--- src/rtl/pll_mode_pkg.sv ---
package pll_mode_pkg;
  typedef enum logic [1:0] {
    SRC_BYPASS = 2'b00,
    SRC_PLL    = 2'b01,
    SRC_OFF    = 2'b10
  } clk_src_e;
endpackage

--- src/rtl/pll_reg_guard.sv ---
// Holds the ratio, shut-down and undivided settings and applies the
// write ordering rules before any of them may change.
module pll_reg_guard #(
  parameter int RATIO_W   = 4,
  parameter int MAX_RATIO = 10
) (
  input  logic               clk,
  input  logic               rst_n,
  input  logic               ratio_wr,
  input  logic [RATIO_W-1:0] ratio_wdata,
  input  logic               ctl_wr,
  input  logic               ctl_pll_off,
  input  logic               ctl_undiv,
  input  logic               wdog_off,
  input  logic               locked,
  output logic [RATIO_W-1:0] ratio_q,
  output logic               pll_off_q,
  output logic               undiv_q,
  output logic               ratio_accept,
  output logic               err_rsv,
  output logic               err_ord
);
  localparam logic [RATIO_W-1:0] RATIO_TOP = RATIO_W'(MAX_RATIO);

  logic rsv_hit;
  logic ratio_bad;
  logic undiv_rise;
  logic off_rise;
  logic ctl_bad;
  logic ctl_accept;

  always_comb begin
    rsv_hit      = ratio_wr && (ratio_wdata > RATIO_TOP);
    ratio_bad    = ratio_wr && !rsv_hit &&
                   (undiv_q || !wdog_off || (pll_off_q && (ratio_wdata != '0)));
    ratio_accept = ratio_wr && !rsv_hit && !ratio_bad;
    undiv_rise   = ctl_undiv && !undiv_q;
    off_rise     = ctl_pll_off && !pll_off_q;
    ctl_bad      = ctl_wr &&
                   (ratio_wr || (undiv_rise && !locked) || (off_rise && (ratio_q != '0)));
    ctl_accept   = ctl_wr && !ctl_bad;
  end

  always_ff @(posedge clk or negedge rst_n) begin
    if (!rst_n) begin
      ratio_q   <= '0;
      pll_off_q <= 1'b0;
      undiv_q   <= 1'b0;
    end else begin
      if (ratio_accept) ratio_q <= ratio_wdata;
      if (ctl_accept) begin
        pll_off_q <= ctl_pll_off;
        undiv_q   <= ctl_undiv;
      end
    end
  end

  always_ff @(posedge clk or negedge rst_n) begin
    if (!rst_n) begin
      err_rsv <= 1'b0;
      err_ord <= 1'b0;
    end else begin
      if (rsv_hit) err_rsv <= 1'b1;
      if (ratio_bad || ctl_bad) err_ord <= 1'b1;
    end
  end
endmodule

--- src/rtl/pll_lock_timer.sv ---
// Times the lock interval in oscillator cycles; restart wins over counting.
module pll_lock_timer #(
  parameter int LOCK_CYCLES = 131072
) (
  input  logic clk,
  input  logic rst_n,
  input  logic restart,
  output logic locked
);
  localparam int LOCK_W = (LOCK_CYCLES > 1) ? $clog2(LOCK_CYCLES) : 1;
  localparam logic [LOCK_W-1:0] LAST = LOCK_W'(LOCK_CYCLES - 1);

  logic [LOCK_W-1:0] cnt;
  logic              busy;

  always_ff @(posedge clk or negedge rst_n) begin
    if (!rst_n) begin
      cnt    <= '0;
      busy   <= 1'b1;
      locked <= 1'b0;
    end else if (restart) begin
      cnt    <= '0;
      busy   <= 1'b1;
      locked <= 1'b0;
    end else if (busy) begin
      if (cnt == LAST) begin
        busy   <= 1'b0;
        locked <= 1'b1;
      end else begin
        cnt <= cnt + 1'b1;
      end
    end
  end
endmodule

--- src/rtl/pll_out_map.sv ---
// Maps the settings and lock state onto the PLL and multiplexer controls.
module pll_out_map
  import pll_mode_pkg::*;
#(
  parameter int RATIO_W = 4
) (
  input  logic [RATIO_W-1:0] ratio_q,
  input  logic               pll_off_q,
  input  logic               undiv_q,
  input  logic               locked,
  output logic [1:0]         clk_sel,
  output logic [RATIO_W-1:0] pll_mult,
  output logic               pll_en,
  output logic               post_div_en,
  output logic [RATIO_W:0]   core_half
);
  clk_src_e         src;
  logic [RATIO_W:0] base;

  always_comb begin
    if (pll_off_q)                         src = SRC_OFF;
    else if (locked && (ratio_q != '0))    src = SRC_PLL;
    else                                   src = SRC_BYPASS;
    base        = (src == SRC_PLL) ? {1'b0, ratio_q} : (RATIO_W+1)'(1);
    core_half   = undiv_q ? {base[RATIO_W-1:0], 1'b0} : base;
    clk_sel     = src;
    pll_mult    = ratio_q;
    pll_en      = !pll_off_q;
    post_div_en = !undiv_q;
  end
endmodule

--- src/rtl/pll_mode_seq.sv ---
module pll_mode_seq #(
  parameter int RATIO_W     = 4,
  parameter int MAX_RATIO   = 10,
  parameter int LOCK_CYCLES = 131072
) (
  input  logic               osc_clk,
  input  logic               rst_n,
  input  logic               ratio_wr,
  input  logic [RATIO_W-1:0] ratio_wdata,
  input  logic               ctl_wr,
  input  logic               ctl_pll_off,
  input  logic               ctl_undiv,
  input  logic               wdog_off,
  output logic [1:0]         clk_sel,
  output logic [RATIO_W-1:0] pll_mult,
  output logic               pll_en,
  output logic               post_div_en,
  output logic               locked,
  output logic               wdog_permit,
  output logic [RATIO_W:0]   core_half,
  output logic               err_rsv,
  output logic               err_ord
);
  logic [RATIO_W-1:0] ratio_q;
  logic               pll_off_q;
  logic               undiv_q;
  logic               ratio_accept;

  pll_reg_guard #(.RATIO_W(RATIO_W), .MAX_RATIO(MAX_RATIO)) u_guard (
    .clk(osc_clk), .rst_n(rst_n),
    .ratio_wr(ratio_wr), .ratio_wdata(ratio_wdata),
    .ctl_wr(ctl_wr), .ctl_pll_off(ctl_pll_off), .ctl_undiv(ctl_undiv),
    .wdog_off(wdog_off), .locked(locked),
    .ratio_q(ratio_q), .pll_off_q(pll_off_q), .undiv_q(undiv_q),
    .ratio_accept(ratio_accept), .err_rsv(err_rsv), .err_ord(err_ord)
  );

  pll_lock_timer #(.LOCK_CYCLES(LOCK_CYCLES)) u_timer (
    .clk(osc_clk), .rst_n(rst_n), .restart(ratio_accept), .locked(locked)
  );

  pll_out_map #(.RATIO_W(RATIO_W)) u_map (
    .ratio_q(ratio_q), .pll_off_q(pll_off_q), .undiv_q(undiv_q), .locked(locked),
    .clk_sel(clk_sel), .pll_mult(pll_mult), .pll_en(pll_en),
    .post_div_en(post_div_en), .core_half(core_half)
  );

  assign wdog_permit = locked;
endmodule

--- config.mk ---
export PLATFORM = sky130hd
export DESIGN_NAME = pll_mode_seq
export DESIGN_NICKNAME = d
export VERILOG_FILES = /design/src/rtl/pll_mode_pkg.sv /design/src/rtl/pll_reg_guard.sv /design/src/rtl/pll_lock_timer.sv /design/src/rtl/pll_out_map.sv /design/src/rtl/pll_mode_seq.sv
export SDC_FILE = /design/constraint.sdc
export NUM_CORES = 1
export LEC_CHECK = 0
export ABC_AREA = 1
export CAP_MARGIN = 20
export CORE_MARGIN = 1
export CORE_UTILIZATION = 36
export CTS_BUF_LIST = sky130_fd_sc_hd__clkbuf_2
export CTS_CLUSTER_DIAMETER = 40
export DETAILED_ROUTE_END_ITERATION = 10
export SYNTH_ARGS = -nofsm -noshare
export SYNTH_HDL_FRONTEND = slang
export SYNTH_SLANG_ARGS = --single-unit
--- constraint.sdc ---
create_clock -name osc_clk -period 2.45 [get_ports osc_clk]
set_input_delay 0.735 -clock osc_clk [delete_from_list [all_inputs] [get_ports osc_clk]]
set_output_delay 0.735 -clock osc_clk [all_outputs]
set_load 0.03 [all_outputs]
* After elaboration in Yosys (flattened, before gate mapping)
Index checks and enable logic that the tools add are counted.
** Operators by class
- Multiplexer cells :: 13
- Reduce and logical (&&, ||, !) cells :: 30
- Eq/ne operators :: 3
- Order comparisons :: 1
- Add/subtract/negate cells :: 1
** Operators with widths (count)
- two-way mux 17 bit :: 3
- adder 17 x 1 -> 17 bit, second input constant :: 1
- == test 17 bit, second input constant :: 1
- logical AND 1 bit :: 12
- nonzero test 4 bit :: 2
- zero test 1 bit :: 7
- two-way mux 1 bit :: 7
- logical OR 1 bit :: 5
- two-way mux 5 bit :: 1
- greater-than comparator 4 bit, second input constant :: 1
- two-way mux 4 bit :: 1
- AND reduction 2 bit :: 2
- nonzero test 2 bit :: 2
- == test 2 x 1 -> 1 bit, second input constant :: 1
- two-way mux 2 bit :: 1
- inequality test 2 bit, second input constant :: 1
** Word-level totals
- Bits in registers :: 27
- Input bits :: 11
- Word-level logic and storage cells :: 56
- Output and inout port bits :: 17

* Depth between registers and ports, before layout
Gate-level depths: netlist (run 1).
- Depth in word-level cells :: 9
- Mapped depth :: 13
- Mapped depth without buffers :: 13

* Modules after synthesis
From an unflattened synthesis (run 1), not the netlist that was laid out.
** Second synthesis, totals
- Cell total of the unflattened synthesis :: 231
- Area, all modules :: 1639.1 sq um
** Modules (own cells, without submodules)
- pll_lock_timer :: seq. area each 476.7 sq um, cells each 137, area each 1031.0 sq um, instances 1
- pll_reg_guard :: seq. area each 200.2 sq um, cells each 64, area each 457.9 sq um, instances 1
- pll_out_map :: seq. area each 0.0 sq um, cells each 29, area each 142.6 sq um, instances 1
- pll_mode_seq :: seq. area each 0.0 sq um, cells each 1, area each 7.5 sq um, instances 1

* Worst setup path after synthesis (run 1)
Ideal clock, no wire load.
- Kind :: reg-to-output
- From :: register u_guard.ratio_q[1]
- To :: output port core_half[3]
- Required time :: 1715 ps
- Arrival :: 1849 ps
- Stages on the path, launching flop included :: 7
- Path slack :: -134 ps
- Path buffers :: 0
- Cells stage by stage :: dfrtp_1 -> nor2_1 -> nand2_1 -> nand3_1 -> inv_1 -> nand2_1 -> o21ai_0
** On the way
- Longest elaborated chain between the ends :: 7
** Ends and longest elaborated chain
- start: declaration :: line pll_reg_guard.sv:16 : output logic [RATIO_W-1:0] ratio_q,
- start signal: assignment :: line pll_reg_guard.sv:50 : if (ratio_accept) ratio_q <= ratio_wdata;
- nonzero test 4 bit :: line pll_out_map.sv:22 : else if (locked && (ratio_q != '0)) src = SRC_PLL;
- logical AND 1 bit :: line pll_out_map.sv:22
- two-way mux 1 bit :: line pll_out_map.sv:22
- two-way mux 2 bit :: line pll_out_map.sv:21 : if (pll_off_q) src = SRC_OFF;
- named net clk_sel[0] :: line pll_mode_seq.sv:14 : output logic [1:0] clk_sel,
- == test 2 x 1 -> 1 bit :: line pll_out_map.sv:24 : base = (src == SRC_PLL) ? {1'b0, ratio_q} : (RATIO_W+1)'(1);
- two-way mux 4 bit :: line pll_out_map.sv:24
- two-way mux 5 bit :: line pll_out_map.sv:25 : core_half = undiv_q ? {base[RATIO_W-1:0], 1'b0} : base;
- end: declaration :: line pll_mode_seq.sv:20 : output logic [RATIO_W:0] core_half,
The timed path passes the listed nets, and every way through them passes these cells.

* Worst setup path in the final report (run 1)
- From :: register u_guard.ratio_q[2]
- To :: output port pll_mult[2]
** RTL lines
- end: declaration :: line pll_mode_seq.sv:15 : output logic [RATIO_W-1:0] pll_mult,
No word-level cell between the ends.

==> impl_metrics.csv, run 1 <==
group,metric,value,unit
final_layout,drive_gt1_share,15.9,%
yosys,avgSynthCellArea,7.39,µm²
sta,holdWs,0.507,ns
run,maxCapViolations,0,
final_layout,n_antenna_cell,0,
outcome,status,"finished clean",
floorplanning,pin_count,28,
place,portBuffers,27,
min_path,hold_path.class,"register to register",
clock_network,clkLatencyLatePin,0.36,ns
place,finalWeightedCongestion,0.810,
critical_path,cp_data_required_time,1.71,ns
critical_path,critPathLaunch,"u_guard.ratio_q[2]",
clock_network,cts_made_buffers,3,
power_and_ir_drop,p_seq_share,39.2,%
detailed_routing,wire_per_inst,11.2,µm
power_and_ir_drop,clkPwrFrac,9.9,%
yosys,synth_nets,226,
clock_network,clock-sinks,27,
clock_network,cts_max_level,1,
sta,timing.fmax,0.431,GHz
critical_path,crit_fanout,4,
yosys,yosysTopAreaCell,"dfrtp_1",
place,dp_hpwl,2.59,mm
yosys,synth.area.top_cells,"dfrtp_1 (41%), nand2_1 (13%), nor2_1 (7.9%), inv_1 (6.2%), nand3_1 (4.1%)",
detailed_routing,drt_iter0_drc,63,
sta,slew_viol_final,0,
power_and_ir_drop,combPwrFrac,50.9,%
critical_path,startpoint_type,"register",
power_and_ir_drop,p_per_area,880,nW/µm²
floorplanning,start_util,38.5,%
global_routing,track_usage,16.2,%
global_routing,grt_max_degree,28,
clock_network,cts-hold-fix-buffers,0,
sta,hold_viol,0,
final_layout,fin_nets,265,
clock_network,cts_tree,"built",
clock_network,clock_path_buffers,2,
critical_path,r2r.worst_path.cells,12,
sta,fin_worst_skew,0.0132,ns
critical_path,worstSetupEndpoint,"pll_mult[2]",
clock_network,root_buffer,"clkbuf_2",
sta,setup_viol,0,
sta,rsz0062_at_grt,"false",
yosys,netlist.area_leader.share,41.3,%
sta,relSlewSlack,77.1,%
critical_path,r2r-end,"u_timer.cnt[15]",
global_routing,antenna_found_initial,0,
sta,finalCritPeriodShare,94.8,%
yosys,synth_area,1570,µm²
final_layout,areaGrowthSynthToFinish,24.8,%
place,placed_cell_area,1930,µm²
clock_network,clk_pin_slew,0.26,ns
detailed_routing,dr.pass1.iters,4,
final_layout,fillerInstances,414,
place,pre_cts_slack,0.104,ns
yosys,synth_seq_cells,27,
yosys,yosysSeqAreaShare,43.0,%
power_and_ir_drop,leakage,0.989,nW
final_layout,finalInstanceArea,1960,µm²
detailed_routing,remaining_drc_errors,0,
critical_path,worstPathArrival,1.59,ns
global_routing,grt_pass1_vias,1260,
sta,tightestPinTransition,0.344,ns
floorplanning,die_w,68.1,µm
detailed_routing,viasPerCell,4.73,
sta,finalWorstSetupSlack,0.128,ns
detailed_routing,postRouteAntennaNets,0,
global_routing,grt_first_pass_wirelength,5.58,mm
power_and_ir_drop,vdd_drop_max,0.000440,V
yosys,synth_cells,213,
global_routing,grt_overflow_total,0,
yosys,synth-warning-count,0,
final_layout,post-route-util,48.1,%
detailed_routing,vias,1425,
critical_path,crit_type,"register to output pin",
floorplanning,placement_rows,23,
floorplanning,die_h,68.1,µm
power_and_ir_drop,internal_power,967,µW
critical_path,rr_startpoint,"u_timer.cnt[0]",
critical_path,reg2reg_slack,0.32,ns
floorplanning,core_area,4090,µm²
power_and_ir_drop,switching_power,762,µW
detailed_routing,routed_wirelength,3.37,mm
floorplanning,die_area,4640,µm²
power_and_ir_drop,power_switching_share,44.1,%
critical_path,critPathCaptureType,"output pin",
yosys,synth_cell_type_count,28,
sta,final.min_clock_period,2.32,ns
[how the worst min path moves through the flow]
stage / endpoint / slack (ns) / cells after the start / from
after floorplan: u_guard.err_ord / 0.44 / 0 / rst_n
after global placement: u_guard.err_ord / 0.47 / 2 / u_guard.err_ord
after detailed placement: u_guard.err_ord / 0.46 / 2 / u_guard.err_ord
after CTS: u_guard.err_ord / 0.52 / 2 / u_guard.err_ord
after global routing: u_guard.err_rsv / 0.54 / 1 / u_guard.err_rsv
final: u_guard.err_ord / 0.51 / 2 / u_guard.err_ord
[cells in the mapped netlist, drive strengths merged]
master  number
a31o         1
nand3       15
dfrtp       26
xor2         2
xnor2        1
o21ai        9
nand2       60
buf          4
inv         29
dfstp        1
o21bai       1
and2         1
nor3         5
nor2        36
a21oi       11
ha           2
nand3b       1
o21a         1
nand4        7
[metrics by stage]
step                power, mW  std cells  setup TNS, ns
CTS                      1.72        298              0
global placement         1.56        294              0
detailed placement       1.56        294              0
finish                   1.73        301              0
floorplan                1.22        213         -0.249
global route             1.87        301              0
[layout by cell type (no fill, tap or decap)]
master | synthesis | layout
a21oi_1 | 11 | 11
nor3_2 | 0 | 1
nand3b_2 | 1 | 1
o21ai_1 | 3 | 4
xor2_1 | 2 | 2
dfstp_2 | 1 | 1
nand4_1 | 7 | 7
and2_1 | 1 | 1
o21a_1 | 1 | 1
nand2_2 | 3 | 3
nor2_1 | 33 | 32
clkinv_2 | 0 | 1
nor3_4 | 1 | 1
dlygate4sd2_1 | 0 | 2
inv_2 | 3 | 4
dlymetal6s2s_1 | 0 | 2
nand3_1 | 13 | 13
dfrtp_1 | 26 | 26
nand2_1 | 56 | 56
buf_2 | 0 | 1
nand3_2 | 2 | 2
o21bai_1 | 1 | 1
nor2_4 | 2 | 2
nor2_2 | 1 | 2
ha_2 | 0 | 1
a31o_2 | 1 | 1
nand2_4 | 1 | 1
xnor2_1 | 1 | 1
clkbuf_2 | 0 | 5
nor3_1 | 4 | 3
o21ai_0 | 6 | 5
inv_1 | 26 | 25
ha_1 | 2 | 1
clkdlybuf4s50_1 | 0 | 18
buf_4 | 2 | 13
[area by class of cell]
class	instances	area [µm²]	share of cell area (%)
Multi-Input combinational cell	153	761	38.7
Timing Repair Buffer	38	335	17.1
Sequential cell	27	677	34.5
Clock inverter	1	5.00	0.255
Tap cell	50	62.6	3.18
Clock buffer	3	15.0	0.764
Inverter	29	109	5.54
[power by group through the flow]
stage | clock network, mW | registers, mW | logic (mW)
floorplan | 0 | 0.755 | 0.464
global placement | 0 | 0.686 | 0.871
detailed placement | 0 | 0.686 | 0.875
CTS | 0.182 | 0.677 | 0.861
global route | 0.204 | 0.697 | 0.967
finish | 0.172 | 0.678 | 0.879
[per-layer routing]
metal	global-route usage, %	vias up	part of all wire [%]
li1	-	753	-
met1	21.5	639	48
met2	26.2	31	47
met3	3.83	2	4.3
met4	3.91	0	0.62
met5	0	-	0
[sequential cells by signal, indices dropped and copies added (netlist names)]
| name | flops |
|---|---|
| u_guard.ratio_q | 4 |
| u_guard.err_ord | 1 |
| u_timer.busy | 1 |
| u_guard.err_rsv | 1 |
| u_timer.cnt | 17 |
| u_timer.locked | 1 |
| u_guard.pll_off_q | 1 |
| u_guard.undiv_q | 1 |
[worst max-delay path, cell delays in order (launching register included)]
cell	delay [ns]
dfrtp_1	0.42
buf_4	0.14
clkdlybuf4s50_1	0.66
[logic make-up (layout without fill, tap and decap cells)]
logic type | count (synthesis) | count (layout) | share of synthesized area (%)
AOI/OAI and AO/OA | 23 | 23 | 7.87
xor gates and xnor gates | 3 | 3 | 1.67
adders and majority gates | 2 | 2 | 1.59
buffers and inverters | 33 | 71 | 9.30
DFF | 27 | 27 | 43.0
and+or+nand+nor | 125 | 125 | 36.6
[what timing repair did]
item,in CTS,in global routing
setup endpoints to repair,7,9
gates resized for setup,19,14
pin swaps,0,0
setup buffers,0,3
Power figures use the tool's default switching activity.
==> inputs of run 2 (changes only) <==
- CAP_MARGIN: 20 -> default
- CORE_MARGIN: 1 -> 2
- CTS_BUF_LIST: sky130_fd_sc_hd__clkbuf_2 -> default
==> impl_metrics.csv, run 2 (same netlist as run 1, synthesis figures left out) <==
group,metric,value,unit
floorplanning,die_h,70.1,µm
place,dp_hpwl,2.66,mm
sta,slew_viol_final,0,
sta,final.setup.tns,0,ns
clock_network,cts_made_buffers,3,
sta,final.min_clock_period,2.32,ns
critical_path,crit_fanout,5,
final_layout,areaGrowthSynthToFinish,26.2,%
clock_network,cts_tree,"built",
floorplanning,pin_count,28,
critical_path,critPathCaptureType,"output pin",
sta,tightestPinTransition,0.371,ns
critical_path,crit_type,"register to output pin",
floorplanning,die_area,4920,µm²
final_layout,fillerInstances,435,
global_routing,track_usage,13.9,%
final_layout,largest_reg_flops,17,
place,portBuffers,27,
final_layout,reg.largest.list,"u_timer.cnt (17), u_guard.ratio_q (4)",
critical_path,r2r.worst_path.cells,12,
clock_network,cts_max_level,1,
power_and_ir_drop,p_per_area,897,nW/µm²
outcome,status,"finished clean",
floorplanning,start_util,36.7,%
final_layout,fin_nets,262,
min_path,hold_path.class,"register to register",
final_layout,drive_gt1_share,12.5,%
clock_network,cts_resized,5,
critical_path,startpoint_type,"register",
critical_path,worstPathArrival,1.58,ns
power_and_ir_drop,internal_power,1.03,mW
sta,relSlewSlack,75.3,%
final_layout,final_common_cell,"nand2_1",
detailed_routing,dr.pass1.iters,4,
global_routing,grt_overflow_total,0,
power_and_ir_drop,leakage,0.981,nW
power_and_ir_drop,power_switching_share,42.2,%
min_path,hold_start,"u_guard.err_ord",
critical_path,cp_data_required_time,1.71,ns
clock_network,cts-hold-fix-buffers,0,
detailed_routing,vias,1397,
critical_path,reg2reg_slack,0.32,ns
clock_network,clock_path_buffers,2,
run,maxCapViolations,0,
detailed_routing,wire_per_inst,11.5,µm
detailed_routing,remaining_drc_errors,0,
final_layout,n_antenna_cell,0,
final_layout,final_cell_mix,"nand2_1 (56), nor2_1 (33), inv_1 (26), dfrtp_1 (26), clkdlybuf4s50_1 (21)",
detailed_routing,drt_iter0_drc,62,
clock_network,root_buffer,"clkbuf_8",
detailed_routing,routed_wirelength,3.45,mm
power_and_ir_drop,p_total,1.78,mW
power_and_ir_drop,switching_power,751,µW
clock_network,clock-sinks,27,
power_and_ir_drop,combPwrFrac,47.6,%
sta,rsz0062_at_grt,"false",
clock_network,cts_setup_buffers,0,
min_path,whs_path_depth,2,
global_routing,grt_first_pass_wirelength,5.56,mm
global_routing,grt_max_degree,28,
detailed_routing,viasPerCell,4.66,
min_path,holdPathEnd,"u_guard.err_ord",
global_routing,grt_pass1_vias,1199,
detailed_routing,postRouteAntennaNets,0,
critical_path,rr_startpoint,"u_timer.cnt[0]",
final_layout,regMostFlops,"u_timer.cnt",
sta,timing.fmax,0.432,GHz
floorplanning,core_area,4290,µm²
sta,setup_viol,0,
clock_network,clkLatencyLatePin,0.27,ns
power_and_ir_drop,p_seq_share,38.2,%
sta,finalCritPeriodShare,94.6,%
floorplanning,placement_rows,24,
power_and_ir_drop,clkPwrFrac,14.3,%
floorplanning,die_w,70.1,µm
global_routing,antenna_found_initial,0,
sta,fin_worst_skew,0.00240,ns
place,finalWeightedCongestion,0.767,
sta,hold_viol,0,
power_and_ir_drop,vdd_drop_max,0.000303,V
clock_network,clk_pin_slew,0.09,ns
critical_path,r2r-end,"u_timer.cnt[15]",
==> run 2: worst max-delay path, cell delays in order (launching register included) <==
cell	delay, ns
dfrtp_1	0.36
nor2_1	0.05
nand2_1	0.09
nand3_1	0.09
inv_1	0.12
nand2_1	0.08
o21ai_1	0.11
dlygate4sd2_1	0.41
==> run 2: routing by layer <==
metal	vias up	part of all wire, %	global-route usage (%)
met5	-	0	0
met4	0	0.87	3.21
met3	2	2.0	3.03
met2	13	46	21.1
met1	633	51	20.4
li1	749	-	-
==> run 2: layout make-up <==
class / count / area, µm² / area share, %
Multi-Input combinational cell: 153 / 758 / 38.2
Clock buffer: 4 / 45.0 / 2.27
Tap cell: 52 / 65.1 / 3.28
Timing Repair Buffer: 35 / 332 / 16.7
Inverter: 29 / 109 / 5.48
Sequential cell: 27 / 677 / 34.1
==> run 2: per-stage QoR <==
step / instance area (µm²) / hold slack, ns / cells / util, % / setup WS, ns
6_report: 1990 / 0.478 / 300 / 46.2 / 0.133
5_1_grt: 1990 / 0.515 / 300 / 46.2 / 0.00854
4_1_cts: 1980 / 0.489 / 300 / 46.2 / 0.0185
3_5_place_dp: 1940 / 0.462 / 296 / 45.3 / 0.116
3_3_place_gp: 1940 / 0.462 / 296 / 45.3 / 0.161
2_1_floorplan: 1570 / 0.439 / 213 / - / -0.125
==> run 2: worst max-delay path by stage <==
stage                             startpoint      endpoint  slack [ns]  cells past startpoint
final                     u_guard.ratio_q[1]  core_half[3]        0.13                      7
after floorplan           u_guard.ratio_q[1]  core_half[1]       -0.12                      6
after detailed placement  u_guard.ratio_q[1]  core_half[1]        0.12                      7
after global placement    u_guard.ratio_q[1]  core_half[1]        0.16                      8
after global routing       u_guard.pll_off_q  core_half[3]       0.009                      6
after CTS                 u_guard.ratio_q[1]    clk_sel[0]        0.02                      5
==> run 2: power by group through the flow <==
stage               clock, mW  combinational (mW)  sequential (mW)
finish                  0.254               0.847            0.679
CTS                     0.269               0.862            0.678
global placement            0               0.872            0.685
floorplan                   0               0.464            0.755
detailed placement          0               0.876            0.685
global route            0.276               0.931            0.694
==> inputs of run 3 (changes only) <==
- GPL_TIMING_DRIVEN: default -> 1
- SYNTH_HIERARCHICAL: default -> 1
- TNS_END_PERCENT: default -> 1
==> impl_metrics.csv, run 3 <==
group,metric,value,unit
power_and_ir_drop,vdd_drop_max,0.000520,V
global_routing,grt_first_pass_wirelength,6.38,mm
clock_network,clkLatencyLatePin,0.27,ns
final_layout,n_antenna_cell,0,
final_layout,drive_gt1_share,9.92,%
global_routing,grt.busiest_layer,"met2",
place,placed_cell_area,1970,µm²
clock_network,clock_path_buffers,2,
yosys,synth_nets,244,
critical_path,r2r.worst_path.cells,15,
outcome,status,"finished clean",
global_routing,grt_overflow_total,0,
clock_network,cts_made_buffers,3,
global_routing,gr-usage-met1,21.2,%
final_layout,fin_cells,314,
critical_path,startpoint_type,"register",
clock_network,cts_tree,"built",
global_routing,use_met3,3.66,%
critical_path,critPathCaptureType,"output pin",
power_and_ir_drop,internal_power,1.01,mW
yosys,synth.area.top_cells,"dfrtp_1 (40%), nand2_1 (15%), nor2_1 (8.9%), inv_1 (7.1%), nand3_1 (5.5%)",
power_and_ir_drop,switching_power,737,µW
yosys,synth_top_family_by_area,"simple AND/OR/NAND/NOR gates",
power_and_ir_drop,combPwrFrac,45.6,%
yosys,yosysMostFrequentCell,"nand2_1",
power_and_ir_drop,power_switching_share,42.3,%
yosys,synth_seq_cells,27,
global_routing,met2_usage,25.5,%
yosys,synthFlopType,"dfrtp_1",
yosys,synth_cell_type_count,27,
clock_network,cts_resized,5,
global_routing,grt_max_degree,28,
yosys,synth_adder_area_share,1.53,%
critical_path,cp_data_required_time,1.71,ns
floorplanning,pin_count,28,
global_routing,antenna_found_initial,0,
final_layout,areaGrowthSynthToFinish,22.7,%
final_layout,fin_nets,276,
floorplanning,die_w,71.5,µm
detailed_routing,wire_per_inst,11.0,µm
final_layout,largest_reg_flops,17,
critical_path,worstPathArrival,1.58,ns
yosys,synth_area,1640,µm²
detailed_routing,dr.pass1.iters,4,
detailed_routing,viasPerCell,4.79,
clock_network,cts_max_level,1,
yosys,yosysSeqAreaShare,41.3,%
run,maxCapViolations,0,
sta,fin_worst_skew,0.00175,ns
sta,finalWorstSetupSlack,0.138,ns
sta,tightestPinTransition,0.335,ns
floorplanning,core_area,4380,µm²
floorplanning,start_util,37.4,%
detailed_routing,remaining_drc_errors,0,
sta,relSlewSlack,77.5,%
yosys,synth_compound_area_share,6.95,%
power_and_ir_drop,leakage,1.04,nW
sta,final.min_clock_period,2.31,ns
critical_path,crit_fanout,8,
clock_network,clk_pin_slew,0.09,ns
final_layout,final_common_cell,"nand2_1",
place,pre_cts_slack,0.0250,ns
yosys,yosysTopAreaCell,"dfrtp_1",
sta,slew_viol_final,0,
detailed_routing,drt_iter0_drc,59,
clock_network,cts_setup_buffers,0,
yosys,synthMuxAreaShare,0.611,%
sta,hold_viol,0,
yosys,synth-edff-count,0,
power_and_ir_drop,p_per_area,867,nW/µm²
clock_network,cts-hold-fix-buffers,0,
clock_network,clock-sinks,27,
clock_network,root_buffer,"clkbuf_8",
global_routing,track_usage,15.5,%
sta,final.setup.tns,0,ns
power_and_ir_drop,p_seq_share,39.6,%
final_layout,final_cell_mix,"nand2_1 (67), nor2_1 (39), inv_1 (31)",
yosys,synthXorXnorAreaFrac,0.534,%
detailed_routing,vias,1503,
final_layout,regMostFlops,"u_timer/cnt",
detailed_routing,routed_wirelength,3.44,mm
sta,setup_viol,0,
yosys,postSynth.asyncResetShare,100,%
detailed_routing,postRouteAntennaNets,0,
floorplanning,die_h,71.5,µm
global_routing,grt_pass1_vias,1433,
place,placed_cells,310,
sta,timing.fmax,0.432,GHz
min_path,hold_path.class,"register to register",
final_layout,finalInstanceArea,2010,µm²
min_path,whs_path_depth,2,
place,finalWeightedCongestion,0.828,
yosys,netlist.area_leader.share,39.7,%
floorplanning,die_area,5110,µm²
place,dp_hpwl,2.67,mm
final_layout,reg.largest.list,"u_timer/cnt (17), u_guard/ratio_q (4)",
sta,finalCritPeriodShare,94.4,%
yosys,synth-warning-count,6,
yosys,synthSimpleGateAreaFrac,37.3,%
floorplanning,placement_rows,24,
place,portBuffers,27,
yosys,synthTopCellsByCount,"nand2_1 (67), nor2_1 (39), inv_1 (31)",
yosys,avgSynthCellArea,7.10,µm²
critical_path,crit_type,"register to output pin",
power_and_ir_drop,clkPwrFrac,14.7,%
yosys,synth_cells,231,
sta,rsz0062_at_grt,"false",
==> run 3: cell types whose count changed in the layout (fill, tap and decap cells not counted), sizes merged, moves of 5 or more <==
| cell | before | now |
|---|---|---|
| o21ai | 9 | 4 |
| o21bai | 1 | 6 |
| a21oi | 11 | 6 |
| inv | 29 | 34 |
| nor2 | 36 | 44 |
| nand2 | 60 | 71 |
==> run 3: path summary, 6_finish.rpt <==
| path | startpoint | slack, ns | end |
|---|---|---|---|
| min in group asynchronous | rst_n | 0.83 | u_timer/cnt[9] |
| max | u_guard/undiv_q | 0.14 | post_div_en |
| min reg2reg | u_guard/err_ord | 0.49 | u_guard/err_ord |
| max reg2reg | u_timer/cnt[1] | 0.25 | u_timer/cnt[8] |
| min | u_guard/err_ord | 0.49 | u_guard/err_ord |
| max in group asynchronous | rst_n | 1.32 | u_timer/busy |
==> run 3: routing by layer <==
layer	wire [µm]	vias to the layer above
met4	21	0
li1	-	773
met2	1600	39
met5	0	-
met1	1620	686
met3	201	5
==> run 3: worst max-delay path, cell delays in order, from the launching register on <==
cell and delay, ns:
dfrtp_1 0.48, inv_1 0.14, clkdlybuf4s50_1 0.68
==> run 3: layout make-up <==
cell class	count	area [µm²]
timing repair buffer	35	327
fill	477	2370
sequential	27	677
multi-input combinational	162	769
clock buffer	4	45.0
inverter	34	128
tap	52	65.1
==> run 3: power groups by stage <==
stage               clock, mW  combinational, mW  sequential (mW)
CTS                     0.272              0.805            0.693
global placement            0              0.805            0.699
finish                  0.256              0.795            0.691
floorplan                   0              0.583            0.672
global route            0.289              0.892            0.713
detailed placement          0              0.819            0.699
==> run 3: kinds of logic after synthesis <==
group	after synthesis
compound gates	18
fa+ha+maj	2
mux	1
xor+xnor	1
flops	27
simple gates	140
buf+inv	42
==> run 3: through the flow <==
step | hold WS (ns) | utilization [%] | power, mW
floorplan | 0.439 | - | 1.26
global placement | 0.463 | 44.9 | 1.50
detailed placement | 0.471 | 44.9 | 1.52
CTS | 0.494 | 45.8 | 1.77
global route | 0.535 | 45.9 | 1.89
finish | 0.488 | 45.9 | 1.74
